[src/rtl/alu_flag_pkg.sv]
package alu_flag_pkg;

   typedef enum logic [3:0] {
      OP_ADD  = 4'h0,
      OP_SUB  = 4'h1,
      OP_AND  = 4'h2,
      OP_OR   = 4'h3,
      OP_NOT  = 4'h4,
      OP_MOVE = 4'h5,
      OP_SETI = 4'h6,
      OP_CLRI = 4'h7,
      OP_SETD = 4'h8,
      OP_CLRD = 4'h9,
      OP_SETT = 4'hA,
      OP_CLRT = 4'hB
   } alu_op_e;

   localparam int FLAG_N = 9;
   localparam int FL_C   = 0;
   localparam int FL_P   = 1;
   localparam int FL_A   = 2;
   localparam int FL_Z   = 3;
   localparam int FL_S   = 4;
   localparam int FL_O   = 5;
   localparam int FL_T   = 6;
   localparam int FL_I   = 7;
   localparam int FL_D   = 8;
   localparam int CTRL_N = 3;

   typedef struct packed {
      logic ovf;
      logic sgn;
      logic zro;
      logic aux;
      logic par;
      logic cry;
   } arith_flags_t;

endpackage

[src/rtl/alu_parity.sv]
module alu_parity #(
   parameter int IN_W = 8
) (
   input  logic [IN_W-1:0] d,
   output logic            even
);
   logic [IN_W:0] chain;

   assign chain[0] = 1'b1;
   for (genvar i = 0; i < IN_W; i++) begin : g_chain
      assign chain[i+1] = chain[i] ^ d[i];
   end
   assign even = chain[IN_W];
endmodule

[src/rtl/alu_datapath.sv]
module alu_datapath
   import alu_flag_pkg::*;
#(
   parameter int W     = 16,
   parameter int PAR_W = 8
) (
   input  alu_op_e        op,
   input  logic           wide,
   input  logic [W-1:0]   a,
   input  logic [W-1:0]   b,
   output logic [W-1:0]   res,
   output arith_flags_t   af
);
   localparam int NW      = W / 2;
   localparam int AUX_POS = 4;

   logic [W-1:0] mask, am, bm, raw, hx;
   logic [W:0]   sum, diff;
   logic         sa, sb, sr, par_even;

   always_comb begin
      mask = wide ? {W{1'b1}} : {{(W-NW){1'b0}}, {NW{1'b1}}};
      am   = a & mask;
      bm   = b & mask;
      sum  = {1'b0, am} + {1'b0, bm};
      diff = {1'b0, am} - {1'b0, bm};
      sa   = wide ? am[W-1] : am[NW-1];
      sb   = wide ? bm[W-1] : bm[NW-1];
      raw  = '0;
      af   = '0;
      case (op)
         OP_ADD: begin
            raw    = sum[W-1:0];
            af.cry = wide ? sum[W] : sum[NW];
         end
         OP_SUB: begin
            raw    = diff[W-1:0];
            af.cry = wide ? diff[W] : diff[NW];
         end
         OP_AND:  raw = am & bm;
         OP_OR:   raw = am | bm;
         OP_NOT:  raw = ~am;
         OP_MOVE: raw = bm;
         default: raw = '0;
      endcase
      res = raw & mask;
      hx  = am ^ bm ^ res;
      sr  = wide ? res[W-1] : res[NW-1];
      if (op == OP_ADD) begin
         af.aux = hx[AUX_POS];
         af.ovf = (sa == sb) && (sr != sa);
      end else if (op == OP_SUB) begin
         af.aux = hx[AUX_POS];
         af.ovf = (sa != sb) && (sr != sa);
      end
      af.zro = (res == '0);
      af.sgn = sr;
      af.par = par_even;
   end

   alu_parity #(.IN_W(PAR_W)) u_par (
      .d    (res[PAR_W-1:0]),
      .even (par_even)
   );
endmodule

[src/rtl/alu_flag_reg.sv]
module alu_flag_reg
   import alu_flag_pkg::*;
(
   input  logic              clk,
   input  logic              rst_n,
   input  logic              upd_arith,
   input  arith_flags_t      af_in,
   input  logic [CTRL_N-1:0] ctrl_set,
   input  logic [CTRL_N-1:0] ctrl_clr,
   output logic [FLAG_N-1:0] flags
);
   arith_flags_t      arith_q;
   logic [CTRL_N-1:0] ctrl_q;

   always_ff @(posedge clk or negedge rst_n) begin
      if (!rst_n)         arith_q <= '0;
      else if (upd_arith) arith_q <= af_in;
   end

   for (genvar k = 0; k < CTRL_N; k++) begin : g_ctrl
      always_ff @(posedge clk or negedge rst_n) begin
         if (!rst_n)           ctrl_q[k] <= 1'b0;
         else if (ctrl_set[k]) ctrl_q[k] <= 1'b1;
         else if (ctrl_clr[k]) ctrl_q[k] <= 1'b0;
      end
   end

   assign flags = {ctrl_q, arith_q.ovf, arith_q.sgn, arith_q.zro,
                   arith_q.aux, arith_q.par, arith_q.cry};
endmodule

[src/rtl/alu_flag_unit.sv]
module alu_flag_unit
   import alu_flag_pkg::*;
#(
   parameter int W     = 16,
   parameter int PAR_W = 8
) (
   input  logic              clk,
   input  logic              rst_n,
   input  logic              op_valid,
   input  logic [3:0]        op_code,
   input  logic              wide,
   input  logic [W-1:0]      opnd_a,
   input  logic [W-1:0]      opnd_b,
   output logic [W-1:0]      result,
   output logic [FLAG_N-1:0] flags
);
   localparam int NW = W / 2;

   if ((W % 2) != 0 || W < 16) begin : g_bad_w
      $error("alu_flag_unit: W must be even and at least 16");
   end
   if (PAR_W < 1 || PAR_W > NW) begin : g_bad_p
      $error("alu_flag_unit: PAR_W must lie in 1..W/2");
   end

   alu_op_e           op_e;
   logic              is_alu, is_logic, is_move;
   logic [W-1:0]      dp_res;
   arith_flags_t      dp_af;
   logic [CTRL_N-1:0] ctrl_set, ctrl_clr;

   always_comb begin
      op_e     = alu_op_e'(op_code);
      is_logic = (op_e == OP_AND) || (op_e == OP_OR) || (op_e == OP_NOT);
      is_alu   = (op_e == OP_ADD) || (op_e == OP_SUB) || is_logic;
      is_move  = (op_e == OP_MOVE);
      ctrl_set = {CTRL_N{op_valid}} &
                 {op_e == OP_SETD, op_e == OP_SETI, op_e == OP_SETT};
      ctrl_clr = {CTRL_N{op_valid}} &
                 {op_e == OP_CLRD, op_e == OP_CLRI, op_e == OP_CLRT};
   end

   alu_datapath #(.W(W), .PAR_W(PAR_W)) u_dp (
      .op   (op_e),
      .wide (wide),
      .a    (opnd_a),
      .b    (opnd_b),
      .res  (dp_res),
      .af   (dp_af)
   );

   always_ff @(posedge clk or negedge rst_n) begin
      if (!rst_n)                              result <= '0;
      else if (op_valid && (is_alu || is_move)) result <= dp_res;
   end

   alu_flag_reg u_fr (
      .clk       (clk),
      .rst_n     (rst_n),
      .upd_arith (op_valid && is_alu),
      .af_in     (dp_af),
      .ctrl_set  (ctrl_set),
      .ctrl_clr  (ctrl_clr),
      .flags     (flags)
   );


   zero_flag_chk: assert property (@(posedge clk) disable iff (!rst_n)
      op_valid && is_alu |=> flags[FL_Z] == (result == '0));


   parity_flag_chk: assert property (@(posedge clk) disable iff (!rst_n)
      op_valid && is_alu |=> flags[FL_P] == ~^result[PAR_W-1:0]);


   sign_flag_chk: assert property (@(posedge clk) disable iff (!rst_n)
      op_valid && is_alu |=>
         flags[FL_S] == ($past(wide) ? result[W-1] : result[NW-1]));


   logic_clear_chk: assert property (@(posedge clk) disable iff (!rst_n)
      op_valid && is_logic |=> !flags[FL_C] && !flags[FL_O] && !flags[FL_A]);


   move_hold_chk: assert property (@(posedge clk) disable iff (!rst_n)
      op_valid && is_move |=> $stable(flags));


   int_set_chk: assert property (@(posedge clk) disable iff (!rst_n)
      op_valid && op_e == OP_SETI |=> flags[FL_I] && $stable(result));


   narrow_upper_chk: assert property (@(posedge clk) disable iff (!rst_n)
      op_valid && (is_alu || is_move) && !wide |=> result[W-1:NW] == '0);


   ctrl_hold_chk: assert property (@(posedge clk) disable iff (!rst_n)
      op_valid && is_alu |=> $stable(flags[FLAG_N-1:FL_T]));
endmodule

[config.mk]
export PLATFORM = sky130hd
export DESIGN_NAME = alu_flag_unit
export DESIGN_NICKNAME = d
export VERILOG_FILES = /design/src/rtl/alu_flag_pkg.sv /design/src/rtl/alu_parity.sv /design/src/rtl/alu_datapath.sv /design/src/rtl/alu_flag_reg.sv /design/src/rtl/alu_flag_unit.sv
export SDC_FILE = /design/constraint.sdc
export NUM_CORES = 1
export LEC_CHECK = 0
export CAP_MARGIN = 20
export CORE_UTILIZATION = 50
export DETAILED_ROUTE_END_ITERATION = 7
export DONT_BUFFER_PORTS = 1
export GPL_TIMING_DRIVEN = 0
export HOLD_SLACK_MARGIN = 0.06
export PLACE_DENSITY = 0.64
export SYNTH_ARGS = -nofsm -noshare
export SYNTH_HDL_FRONTEND = slang
export SYNTH_SLANG_ARGS = --single-unit
[constraint.sdc]
create_clock -name clk -period 1.3 [get_ports clk]
set_input_delay 0.13 -clock clk [delete_from_list [all_inputs] [get_ports clk]]
set_output_delay 0.13 -clock clk [all_outputs]
set_load 0.02 [all_outputs]
[After elaboration in Yosys (flattened, before gate mapping)]
Cells that the tools add are included.
Storage, ports and cells
  output and inout bits: 25
  bits of input ports: 40
  register bits after elaboration: 25
  logic and storage cells: 76
Operators by class
  reduce and logical (&&, ||, !) cells: 14
  $add $sub $neg: 2
  muxes and demuxes: 18
  bitwise operators: 18
  equality and inequality tests: 14
Operators by type and width (number)
  $pmux 16 s6: 1
  $and 16x16->16: 4
  $add 16x16->17: 1
  $sub 16x16->17: 1
  $eq 4x3->1 const B: 4
  $eq 4x4->1 const B: 4
  $logic_not 16->1: 1
  $mux 16: 1
  $not 16->16: 1
  $or 16x16->16: 1
  $mux 1: 15
  $xor 5x5->5: 2
  $eq 4x2->1 const B: 2
  $xor 1x1->1: 7
  $and 3x3->3: 2
  $reduce_bool 2->1: 3
  $logic_or 1x1->1: 5
  $eq 4x1->1 const B: 1
  $logic_and 1x1->1: 4
  $logic_not 4->1: 1
  $ne 1x1->1: 2
  $pmux 1 s2: 1
  $eq 1x1->1: 1
  $not 1->1: 1

[Longest topological paths before layout]
Gate-level depths: netlist of run 1.
  depth in word-level cells: 13
  depth in mapped cells: 16
  mapped depth without buffers: 13

[Cells and area by module]
A second synthesis of run 1 with hierarchy kept.
Unflattened totals
  cell total of the unflattened synthesis: 502
  area, all modules: 3968.8 um^2
Modules (own cells, without submodules)
  alu_datapath: times used 1, area an instance 2819.0 um^2, cells an instance 425
  alu_flag_unit: times used 1, area an instance 728.2 um^2, cells an instance 48
  alu_flag_reg: times used 1, area an instance 360.3 um^2, cells an instance 22
  alu_parity: times used 1, area an instance 61.3 um^2, cells an instance 7

[Worst setup path after synthesis of run 1]
Ideal clock, no wire load.
  path kind: input -> register
  start point: in wide
  end point: reg u_fr.arith_q, in the netlist u_fr.flags[3]
  setup slack: -2021 ps
  library setup time: 127 ps
  stages: 16
  arrival time: 3194 ps
  required time: 1173 ps
  cell sequence: clkbuf_1 > clkbuf_1 > clkbuf_1 > nand2_1 > inv_1 > ha_1 > clkbuf_1 > a211o_1 > a2111oi_0 > nand3_1 > a21o_1 > and3_1 > o31ai_1 > a211oi_1 > a41oi_1 > o31ai_1
Between the ends
  cells in the longest elaborated chain, start to end: 6
  elaborated cells between the ends (all ways): 11
  classes of those cells: add/sub (2); mux (2); bitwise (6); reduce/logical (1)
RTL lines
  start, declared: line alu_flag_unit.sv:11  | input logic wide,
  $mux 16 (*): line alu_datapath.sv:22  | mask = wide ? {W{1'b1}} : {{(W-NW){1'b0}}, {NW{1'b1}}};
  $and 16x16->16 (on tied branches): line alu_datapath.sv:23, alu_datapath.sv:24
  $sub 16x16->17 (tied with other cells): line alu_datapath.sv:26  | diff = {1'b0, am} - {1'b0, bm};
  $pmux 16 s6: line alu_datapath.sv:31  | case (op)
  $and 16x16->16 (*): line alu_datapath.sv:46  | res = raw & mask;
  $logic_not 16->1 (*): line alu_datapath.sv:56  | af.zro = (res == '0);
  end signal, assigned: line alu_flag_reg.sv:17  | else if (upd_arith) arith_q <= af_in;
  end, declared: line alu_flag_reg.sv:12  | arith_flags_t arith_q;
Every way passes the cells marked *; elsewhere a longest branch is shown, timed or not.
A chain may end at the register's enable or synchronous reset.

[Final worst setup path of run 1]
Ends and elaborated chain as after synthesis.

==> flow_summary.ini, run 1 <==
[floorplanning]
core.rowCount = 32
initial_core_util = 0.5153
die-area_sq_um = 8283
core_region_area_sq_um = 7687
die_x_um = 91.01
io-pin-count = 65
fp.dieH_um = 91.01

[synth]
ys_warn_count = 0
yosys-mux-area-fraction = 0.01927
main_synth_ff_type = dfrtp_1
share_of_the_synthesized_area_in_compound_gates_ao_oa_aoi_oai = 0.3152
synth_area_per_cell_sq_um = 7.633
synth_enable_flop_cells = 0
yosys.area_share.simple = 0.1936
async_reset_ff_frac = 1.000
synthDominantCellAreaShare = 0.1737
leading_cell_types_by_total_area_after_synthesis = ha_1 17%, dfrtp_1 16%, nand2_1 5.2%
yosysTopAreaCell = ha_1
synth_seq_area_share = 0.1579
syn_area_sq_um = 3961
syn-num-nets = 616
synth-adder-area-share = 0.1838
synthXorXnorAreaFrac = 0.04011
netlist_instances = 519
main_combinational_cell_family_by_area_after_synthesis = compound AO/OA/AOI/OAI gates
synth-seq-cells = 25
synth.distinct_cells = 74

[timing]
fin_worst_skew_ns = 0
final_report_setup_violation_count = 21
final.setup.worst_slack_ns = -1.296
transition_time_at_the_pin_with_the_least_slew_margin_ns = 0.9749
final.setup.tns_ns = -16.50
setup_repair_after_global_routing_missed_its_margin = yes
maximum_operating_frequency_mhz = 385.3
final_min_period_over_clock_period = 1.997
slew-limit-headroom = 0.3487
finalHoldViolCount = 0
slew_viol_final = 0
hold_slack_ns = 0.05427
finalCriticalPeriod_ns = 2.596

[drt]
avgViaCountPerCell = 6.276
drc_errors = 0
detailroute.via_count = 4136
finalWirelength_mm = 13.36
drt_iter0_markers = 267
detail-route-antenna-nets = 0
detail_route.first_pass.iterations = 7
routedWlPerCell_um = 20.27

[final_layout]
final_area_sq_um = 5149
finalCoreUtilization = 0.6698
final-instance-count-excl-fill = 659
area_of_the_multi_input_gates_sq_um = 3487
post_route_cells_drive_above_1_share = 0.3088
num-fill-cells = 681
n_antenna_cell = 0
sequential_cell_area_sq_um = 625.6
nets = 655
syn2layout_area_growth_pct = 29.97

[place]
dp_slack_ns = -1.912
input_output_buffers = 0
placedInstanceArea_sq_um = 4377
gpl.final_weighted_congestion = 0.9509
dp_cells = 621
dp.final_hpwl_mm = 9.709

[worst_setup_path]
path_max_fanout = 5
arrival_ns = 2.77
end_kind = flip-flop
crit_required_ns = 1.47
setup.worst_path.class = in -> reg
critPathLaunchType = primary input

[pwr]
total_power_mw = 3.545
power.static_leakage_nw = 2.269
max-vdd-ir-drop_uv = 395.5
power-per-cell-area_nw_per_um2 = 688.5

[clocking]
cts_tree = done
cts_sinks = 25
htree_num_levels = 1
worst_setup_hold_path_clk_slew_ns = 0.08
cts.root.buffer_cell = clkbuf_8
clk_latency_ns = 0.26
cts_made_buffers = 3
clock_tree.buffer_depth = 2

[global_routing]
grt-ovfl-total = 0
globalRoute.busiestLayer = met2
track_usage = 0.3069
number_of_antenna_violations_at_the_first_check_in_global_routing = 0
global_route.usage.met1 = 0.4184
grt_pass1_wl_mm = 20.18
first_global_vias = 3911
grtUsageMet3 = 0.03936
grt_max_degree = 26
gr-usage-met2 = 0.5101

[flow_run]
drv.max_cap_violation_count = 0

[run_status]
violations_in_the_final_reports = negative setup slack
result_of_the_run = complete, but fails checks

[hold_path]
hold_class = in -> reg
-- critical path, cell delays in order --
cell       delay [ns]
clkbuf_16        0.13
clkbuf_16        0.15
clkbuf_16        0.16
nand2_8          0.08
inv_6            0.04
ha_4             0.26
a211o_1          0.33
a21oi_2          0.19
a2bb2oi_1        0.17
o211ai_1         0.18
a221oi_2         0.31
xnor2_1          0.11
a21oi_2          0.18
a41oi_1          0.14
o31ai_1          0.21
-- state kept, by name, summed over array words and instances, names as in the netlist --
| signal | count |
|---|---|
| result | 16 |
| u_fr.flags | 9 |
-- per-layer routing --
| metal | routed length [um] | vias to the layer above |
|---|---|---|
| li1 | - | 1949 |
| met2 | 6204 | 186 |
| met5 | 0 | - |
| met1 | 5788 | 1977 |
| met4 | 320 | 0 |
| met3 | 1045 | 24 |
-- layout make-up --
cell class,instances,share of cell area
plain buffers,29,0.06367
clock buffers,4,0.008748
inverters,49,0.04326
multi-input cells,413,0.6773
flip-flops and latches,25,0.1215
well taps,102,0.02479
repair buffers,37,0.06075
-- placed cells by master, fill, tap and decap left out, types with 8 or more instances in the layout --
cell      count
a21oi_1      18
a21oi_2      14
buf_4        32
buf_6        13
dfrtp_1      25
ha_1         45
ha_4          8
inv_1        39
nand2_1      48
nand2b_1      8
nand3_1      10
nor2_1       27
nor3_1        9
o21ai_0      19
o21ai_1      17
o21ai_2       8
o22ai_1       8
-- synth_stat cells (8+ instances only) --
library cell	number
nand2_1	55
o21ai_0	37
nor2_1	31
a211oi_1	8
inv_1	48
clkbuf_1	15
ha_1	55
a21oi_1	33
o22ai_1	8
nand3_1	10
buf_2	9
nand2b_1	8
dfrtp_1	25
nor3_1	10
-- worst paths after layout --
path                                    start       endpoint  slack (ns)  depth (start not counted)
worst max-delay path                     wide  u_fr.flags[3]       -1.30                         15
max in group asynchronous               rst_n      result[8]        0.71                          2
min in group asynchronous               rst_n      result[1]        0.17                          1
worst max register to register  u_fr.flags[8]  u_fr.flags[8]        0.43                          1
worst min-delay path                opnd_b[0]      result[0]        0.05                          2
worst min register to register      result[8]      result[8]        0.63                          2
-- logic make-up after synthesis --
| family | after synthesis |
|---|---|
| compound gates | 179 |
| simple gates | 155 |
| buf+inv | 81 |
| fa+ha+maj | 57 |
| flops | 25 |
| xor+xnor | 15 |
| mux | 7 |
-- where the power goes --
group          internal [mW]  total, mW  switching, mW
Clock                  0.219      0.445          0.226
Combinational          0.915       1.97           1.05
Sequential             0.895       1.13          0.235
Total                   2.03       3.54           1.52
-- repair_timing --
action                                  in CTS  in global routing
gates resized for setup                     58                 47
hold buffers                                 1                  0
gates cloned                                 1                  0
buffers inserted                            29                 14
endpoints found under the hold margin       26                  0
endpoints found under the setup margin      22                 21
pin swaps                                   33                 33
Note: power is estimated with default switching activity, not from simulation.
==> inputs of run 2 (changes only) <==
--- a/config.mk
+++ b/config.mk
@@ -5,13 +5,12 @@
 export SDC_FILE = /design/constraint.sdc
 export NUM_CORES = 1
 export LEC_CHECK = 0
-export CAP_MARGIN = 20
-export CORE_UTILIZATION = 50
+export CORE_UTILIZATION = 45
 export DETAILED_ROUTE_END_ITERATION = 7
 export DONT_BUFFER_PORTS = 1
 export GPL_TIMING_DRIVEN = 0
 export HOLD_SLACK_MARGIN = 0.06
-export PLACE_DENSITY = 0.64
+export PLACE_DENSITY = 0.59
 export SYNTH_ARGS = -nofsm -noshare
 export SYNTH_HDL_FRONTEND = slang
 export SYNTH_SLANG_ARGS = --single-unit
==> run 2 against run 1 <==
- the run still ends with negative setup slack left
- worst hold slack gained 0.0047 ns
- sequential power about the same
- clock-buffer cell count did not move
- maximum frequency fell by 1.9%
- combinational power up 3%
- critical path type unchanged
- critical endpoint unchanged
- largest cell class unchanged
- highest routed layer unchanged
==> flow_summary.ini, run 2 (synthesized netlist as in run 1, its figures left out) <==
[place]
input_output_buffers = 0
placedInstanceArea_sq_um = 4380
dp_cells = 624
gpl.final_weighted_congestion = 0.9144
dp_slack_ns = -1.913
dp.final_hpwl_mm = 9.806

[drt]
detailroute.via_count = 4146
drt_iter0_markers = 292
avgViaCountPerCell = 6.225
detail_route.first_pass.iterations = 6
routedWlPerCell_um = 20.29
detail-route-antenna-nets = 0
drc_errors = 0
finalWirelength_mm = 13.51

[global_routing]
first_global_vias = 3803
grt_max_degree = 26
track_usage = 0.2894
grt-ovfl-total = 0
grt_pass1_wl_mm = 20.08
number_of_antenna_violations_at_the_first_check_in_global_routing = 0

[pwr]
power.static_leakage_nw = 2.314
p_switching_mw = 1.524
total_power_mw = 3.587
p_int_mw = 2.063
power-per-cell-area_nw_per_um2 = 687.4
max-vdd-ir-drop_uv = 383.6
power.share.switching = 0.4249
power.sequential.fraction = 0.315
combinationalPowerShare = 0.562
share_clk_of_total_power = 0.123

[final_layout]
post_route_cells_drive_above_1_share = 0.3119
nets = 659
largest_register_ffs = 16
syn2layout_area_growth_pct = 31.74
top_register = result
mostFrequentLayoutCells = 50 x nand2_1, 45 x ha_1, 39 x inv_1, 36 x buf_4, 30 x nor2_1
n_antenna_cell = 0
final-instance-count-excl-fill = 666
most_frequent_standard_cell_in_the_layout_excluding_fill_and_tap_cells = nand2_1
final_area_sq_um = 5219

[run_status]
violations_in_the_final_reports = negative setup slack
result_of_the_run = complete, but fails checks

[worst_setup_path]
arrival_ns = 2.82
crit_required_ns = 1.47
path_max_fanout = 5
critPathLaunchType = primary input
ff2ff_setup_slack_ns = 0.42
setup.worst_path.class = in -> reg
end_kind = flip-flop

[floorplanning]
core.rowCount = 33
die-area_sq_um = 9182
fp.dieH_um = 95.83
initial_core_util = 0.4726
die_x_um = 95.83
io-pin-count = 65
core_region_area_sq_um = 8382

[timing]
slew-limit-headroom = 0.2934
slew_viol_final = 0
final_min_period_over_clock_period = 2.035
final.setup.worst_slack_ns = -1.346
final_report_setup_violation_count = 20
finalHoldViolCount = 0
maximum_operating_frequency_mhz = 378.0
finalCriticalPeriod_ns = 2.646
transition_time_at_the_pin_with_the_least_slew_margin_ns = 1.060
hold_slack_ns = 0.05902
fin_worst_skew_ns = 0
setup_repair_after_global_routing_missed_its_margin = yes

[clocking]
cts_sinks = 25
clock_tree.buffer_depth = 2
cts_tree = done
clk_latency_ns = 0.26
worst_setup_hold_path_clk_slew_ns = 0.08
cts.root.buffer_cell = clkbuf_8
htree_num_levels = 1
cts_made_buffers = 3

[hold_path]
hold_class = in -> reg

[flow_run]
drv.max_cap_violation_count = 0
==> run 2: cell count changes in the layout (fill, tap and decap cells not counted), moves of 3 or more <==
| cell | delta |
|---|---|
| buf_12 | +3 |
| buf_4 | +4 |
| nand2_2 | -3 |
| buf_2 | +3 |
| nor2_1 | +3 |
| buf_8 | -3 |
==> run 2: path summary, 6_finish.rpt <==
| kind | start | endpoint | cells past startpoint |
|---|---|---|---|
| worst max-delay path | wide | u_fr.flags[3] | 15 |
| worst min-delay path | opnd_b[0] | result[0] | 2 |
| worst max register to register | u_fr.flags[8] | u_fr.flags[8] | 1 |
| worst min register to register | result[7] | result[7] | 2 |
| max in group asynchronous | rst_n | u_fr.flags[0] | 1 |
| min in group asynchronous | rst_n | result[2] | 1 |
==> run 2: final cells by class <==
cell class	count	area (sq um)
Buffer	29	341.6
Clock buffer	4	45.04
Fill cell	733	3163
Inverter	49	224.0
Multi-Input combinational cell	413	3516
Sequential cell	25	625.6
Tap cell	105	131.4
Timing Repair Buffer	41	335.3
==> run 2: timing repair <==
action,4_1_cts,5_1_grt
hold endpoints to repair,26,0
pin swaps,36,30
resized for setup,62,47
setup buffers,27,16
cloned,1,1
hold buffers,1,0
setup endpoints to repair,22,46
==> run 2: critical path: stages <==
cell	delay, ns
clkbuf_16	0.13
clkbuf_16	0.15
clkbuf_16	0.16
nand2_8	0.08
inv_6	0.03
ha_4	0.23
a211o_1	0.36
a2111oi_4	0.34
nand3_1	0.15
a21o_1	0.23
a21oi_2	0.17
o31ai_4	0.11
a211oi_2	0.20
a41oi_2	0.14
o31ai_1	0.19
==> run 2: through the flow <==
| step | util | TNS (ns) |
|---|---|---|
| floorplan | - | -17.02 |
| global route | 0.6226 | -18.33 |
| CTS | 0.5847 | -15.51 |
| global placement | 0.5226 | -24.47 |
| finish | 0.6226 | -17.07 |
| detailed placement | 0.5226 | -24.86 |
==> run 2: routing by layer <==
metal,wire (um),up-vias,GRT usage
met4,236,0,0.07587
met2,6212,177,0.4696
li1,-,1955,-
met3,920,24,0.03555
met5,0,-,0
met1,6142,1990,0.4030
==> run 2: power by group through the flow <==
stage          registers [mW]  logic, mW  clock network, mW
6_report                 1.13       2.02              0.443
5_1_grt                  1.15       2.17              0.473
4_1_cts                  1.13       1.77              0.447
3_5_place_dp             1.15       1.50                  0
3_3_place_gp             1.14       1.47                  0
2_1_floorplan            1.12       1.20                  0
==> inputs of run 3 (changes only) <==
--- a/config.mk
+++ b/config.mk
@@ -10,7 +10,7 @@
 export DONT_BUFFER_PORTS = 1
 export GPL_TIMING_DRIVEN = 0
 export HOLD_SLACK_MARGIN = 0.06
-export PLACE_DENSITY = 0.59
 export SYNTH_ARGS = -nofsm -noshare
 export SYNTH_HDL_FRONTEND = slang
+export SYNTH_HIERARCHICAL = 1
 export SYNTH_SLANG_ARGS = --single-unit
==> run 3 against run 2 <==
- the flow still finishes with violations (negative setup slack)
- flip-flop and latch count is the same
- final cell count down 4.4%
- worst setup slack lost 0.26 ns
- via count decreased by 6.2%
- worst hold slack gained 0.019 ns
- critical path depth decreased by 3
- critical endpoint is now u_fr/flags[3]
- largest power group unchanged
==> flow_summary.ini, run 3 <==
[run_status]
result_of_the_run = complete, but fails checks
violations_in_the_final_reports = negative setup slack

[synth]
leading_cell_types_by_total_area_after_synthesis = ha_1 17%, dfrtp_1 16%, mux2_4 6.1%
synth.distinct_cells = 75
async_reset_ff_frac = 1.000
syn-num-nets = 597
ys_top_cells_by_count = 53 x ha_1, 51 x nor2_1, 49 x inv_1, 38 x nand2_1, 31 x a21oi_1
main_synth_ff_type = dfrtp_1
syn_area_sq_um = 3969
netlist_instances = 502
synth_enable_flop_cells = 0
synth_seq_area_share = 0.1576
ys_warn_count = 6
yosysTopAreaCell = ha_1
synth.most_common_cell = ha_1
synth_area_per_cell_sq_um = 7.906
synthDominantCellAreaShare = 0.1671
synth-seq-cells = 25

[final_layout]
top_register = result
nets = 628
finalCoreUtilization = 0.6029
mostFrequentLayoutCells = 41 x nor2_1, 41 x inv_1, 40 x ha_1, 30 x nand2_1
syn2layout_area_growth_pct = 27.33
post_route_cells_drive_above_1_share = 0.3308
largest_register_ffs = 16
n_antenna_cell = 0
final-instance-count-excl-fill = 637

[worst_setup_path]
worst_r2r_startpoint = u_fr/flags[4]
setup.worst_path.class = in -> reg
path_max_fanout = 4
worst_setup_path_endpoint = u_fr/flags[3]
worstReg2RegEnd = u_fr/flags[4]
worstRegToRegCells = 1
critPathLaunchType = primary input
crit_required_ns = 1.51
end_kind = flip-flop
ff2ff_setup_slack_ns = 0.43
critical_path.startpoint = opnd_b[1]
arrival_ns = 3.12

[drt]
avgViaCountPerCell = 6.105
detailroute.via_count = 3889
finalWirelength_mm = 11.95
detail-route-antenna-nets = 0
drc_errors = 0
drt_iter0_markers = 242
detail_route.first_pass.iterations = 5
routedWlPerCell_um = 18.76

[global_routing]
number_of_antenna_violations_at_the_first_check_in_global_routing = 0
grt_pass1_wl_mm = 18.38
grt_max_degree = 26
track_usage = 0.2596
grt-ovfl-total = 0
first_global_vias = 3605

[flow_run]
drv.max_cap_violation_count = 0

[timing]
slew_viol_final = 0
maximum_operating_frequency_mhz = 343.7
slew-limit-headroom = 0.2730
transition_time_at_the_pin_with_the_least_slew_margin_ns = 1.091
finalHoldViolCount = 0
final_min_period_over_clock_period = 2.238
final.setup.worst_slack_ns = -1.610
hold_slack_ns = 0.07834
final_report_setup_violation_count = 21
finalCriticalPeriod_ns = 2.910
setup_repair_after_global_routing_missed_its_margin = yes
fin_worst_skew_ns = 0

[clocking]
cts_tree = done
clock_tree.buffer_depth = 2
htree_num_levels = 1
worst_setup_hold_path_clk_slew_ns = 0.08
cts.root.buffer_cell = clkbuf_8
clk_latency_ns = 0.26
cts_made_buffers = 3
cts_sinks = 25

[floorplanning]
die_x_um = 95.91
core.rowCount = 33
fp.dieH_um = 95.91
io-pin-count = 65
initial_core_util = 0.4735
die-area_sq_um = 9199
core_region_area_sq_um = 8382

[place]
gpl.final_weighted_congestion = 0.8942
dp_slack_ns = -2.170
dp_cells = 607
input_output_buffers = 0
dp.final_hpwl_mm = 9.203

[pwr]
share_clk_of_total_power = 0.129
combinationalPowerShare = 0.547
max-vdd-ir-drop_uv = 423.9
power.static_leakage_nw = 2.261
total_power_mw = 3.359
power-per-cell-area_nw_per_um2 = 664.7
p_int_mw = 2.004
power.share.switching = 0.4035
power.sequential.fraction = 0.324
p_switching_mw = 1.355

[hold_path]
hold_class = in -> reg
-- run 3: kinds of logic (layout without fill, tap and decap cells) --
kind of cell    count (synthesis)  in the layout  share of synthesized area
xor+xnor                       19             19                    0.04193
compound gates                143            143                     0.2500
mux                            26             26                    0.08796
simple gates                  155            155                     0.1983
buf+inv                        79            109                    0.08701
fa+ha+maj                      55             55                     0.1772
flops                          25             25                     0.1576
-- run 3: repair_timing --
item / 4_1_cts / 5_1_grt
buffers inserted: 11 / 17
setup endpoints to repair: 22 / 47
pin swaps: 10 / 25
hold buffers: 1 / 0
hold endpoints to repair: 25 / 0
gates resized for setup: 52 / 54
-- run 3: critical path, cell delays in order --
cell and delay, ns:
clkinvlp_4 0.12, ha_4 0.28, or2_4 0.25, a211oi_2 0.25
o21ai_0 0.12, a31oi_1 0.24, xor2_1 0.21, o221ai_2 0.19
or4_4 0.57, or4_4 0.45, nor4_4 0.14, mux2_4 0.17
-- run 3: how the worst min path moves through the flow --
stage	from	cells past startpoint	endpoint
3_3_place_gp	rst_n	0	result[1]
4_1_cts	op_code[1]	3	u_fr/flags[8]
6_report	op_code[1]	3	u_fr/flags[8]
2_1_floorplan	rst_n	0	result[0]
5_1_grt	op_code[1]	2	u_fr/flags[8]
3_5_place_dp	rst_n	0	result[0]
-- run 3: power by group through the flow --
stage	registers, mW	logic [mW]	clock network (mW)
2_1_floorplan	1.08	1.18	0
3_3_place_gp	1.10	1.43	0
3_5_place_dp	1.11	1.45	0
4_1_cts	1.09	1.64	0.453
5_1_grt	1.11	1.98	0.488
6_report	1.09	1.84	0.434
-- run 3: cell type report --
| type | count | area [sq um] |
|---|---|---|
| sequential | 25 | 625.6 |
| inverter | 50 | 219.0 |
| clock buffer | 4 | 45.04 |
| fill | 746 | 3328 |
| multi-input combinational | 398 | 3535 |
| buffer | 27 | 264.0 |
| tap | 105 | 131.4 |
| timing repair buffer | 28 | 234.0 |
-- run 3: metrics by stage --
stage	area (sq um)	TNS (ns)
3_5_place_dp	4359	-27.82
5_1_grt	5054	-20.45
3_3_place_gp	4359	-27.77
4_1_cts	4715	-18.83
2_1_floorplan	4228	-19.56
6_report	5054	-18.88
-- run 3: per-layer routing --
layer,GRT usage,up-vias,share of wire
met5,0,-,0
met4,0.08209,0,0.018
met3,0.02844,21,0.065
met2,0.4292,146,0.46
met1,0.3515,1871,0.46
li1,-,1851,-
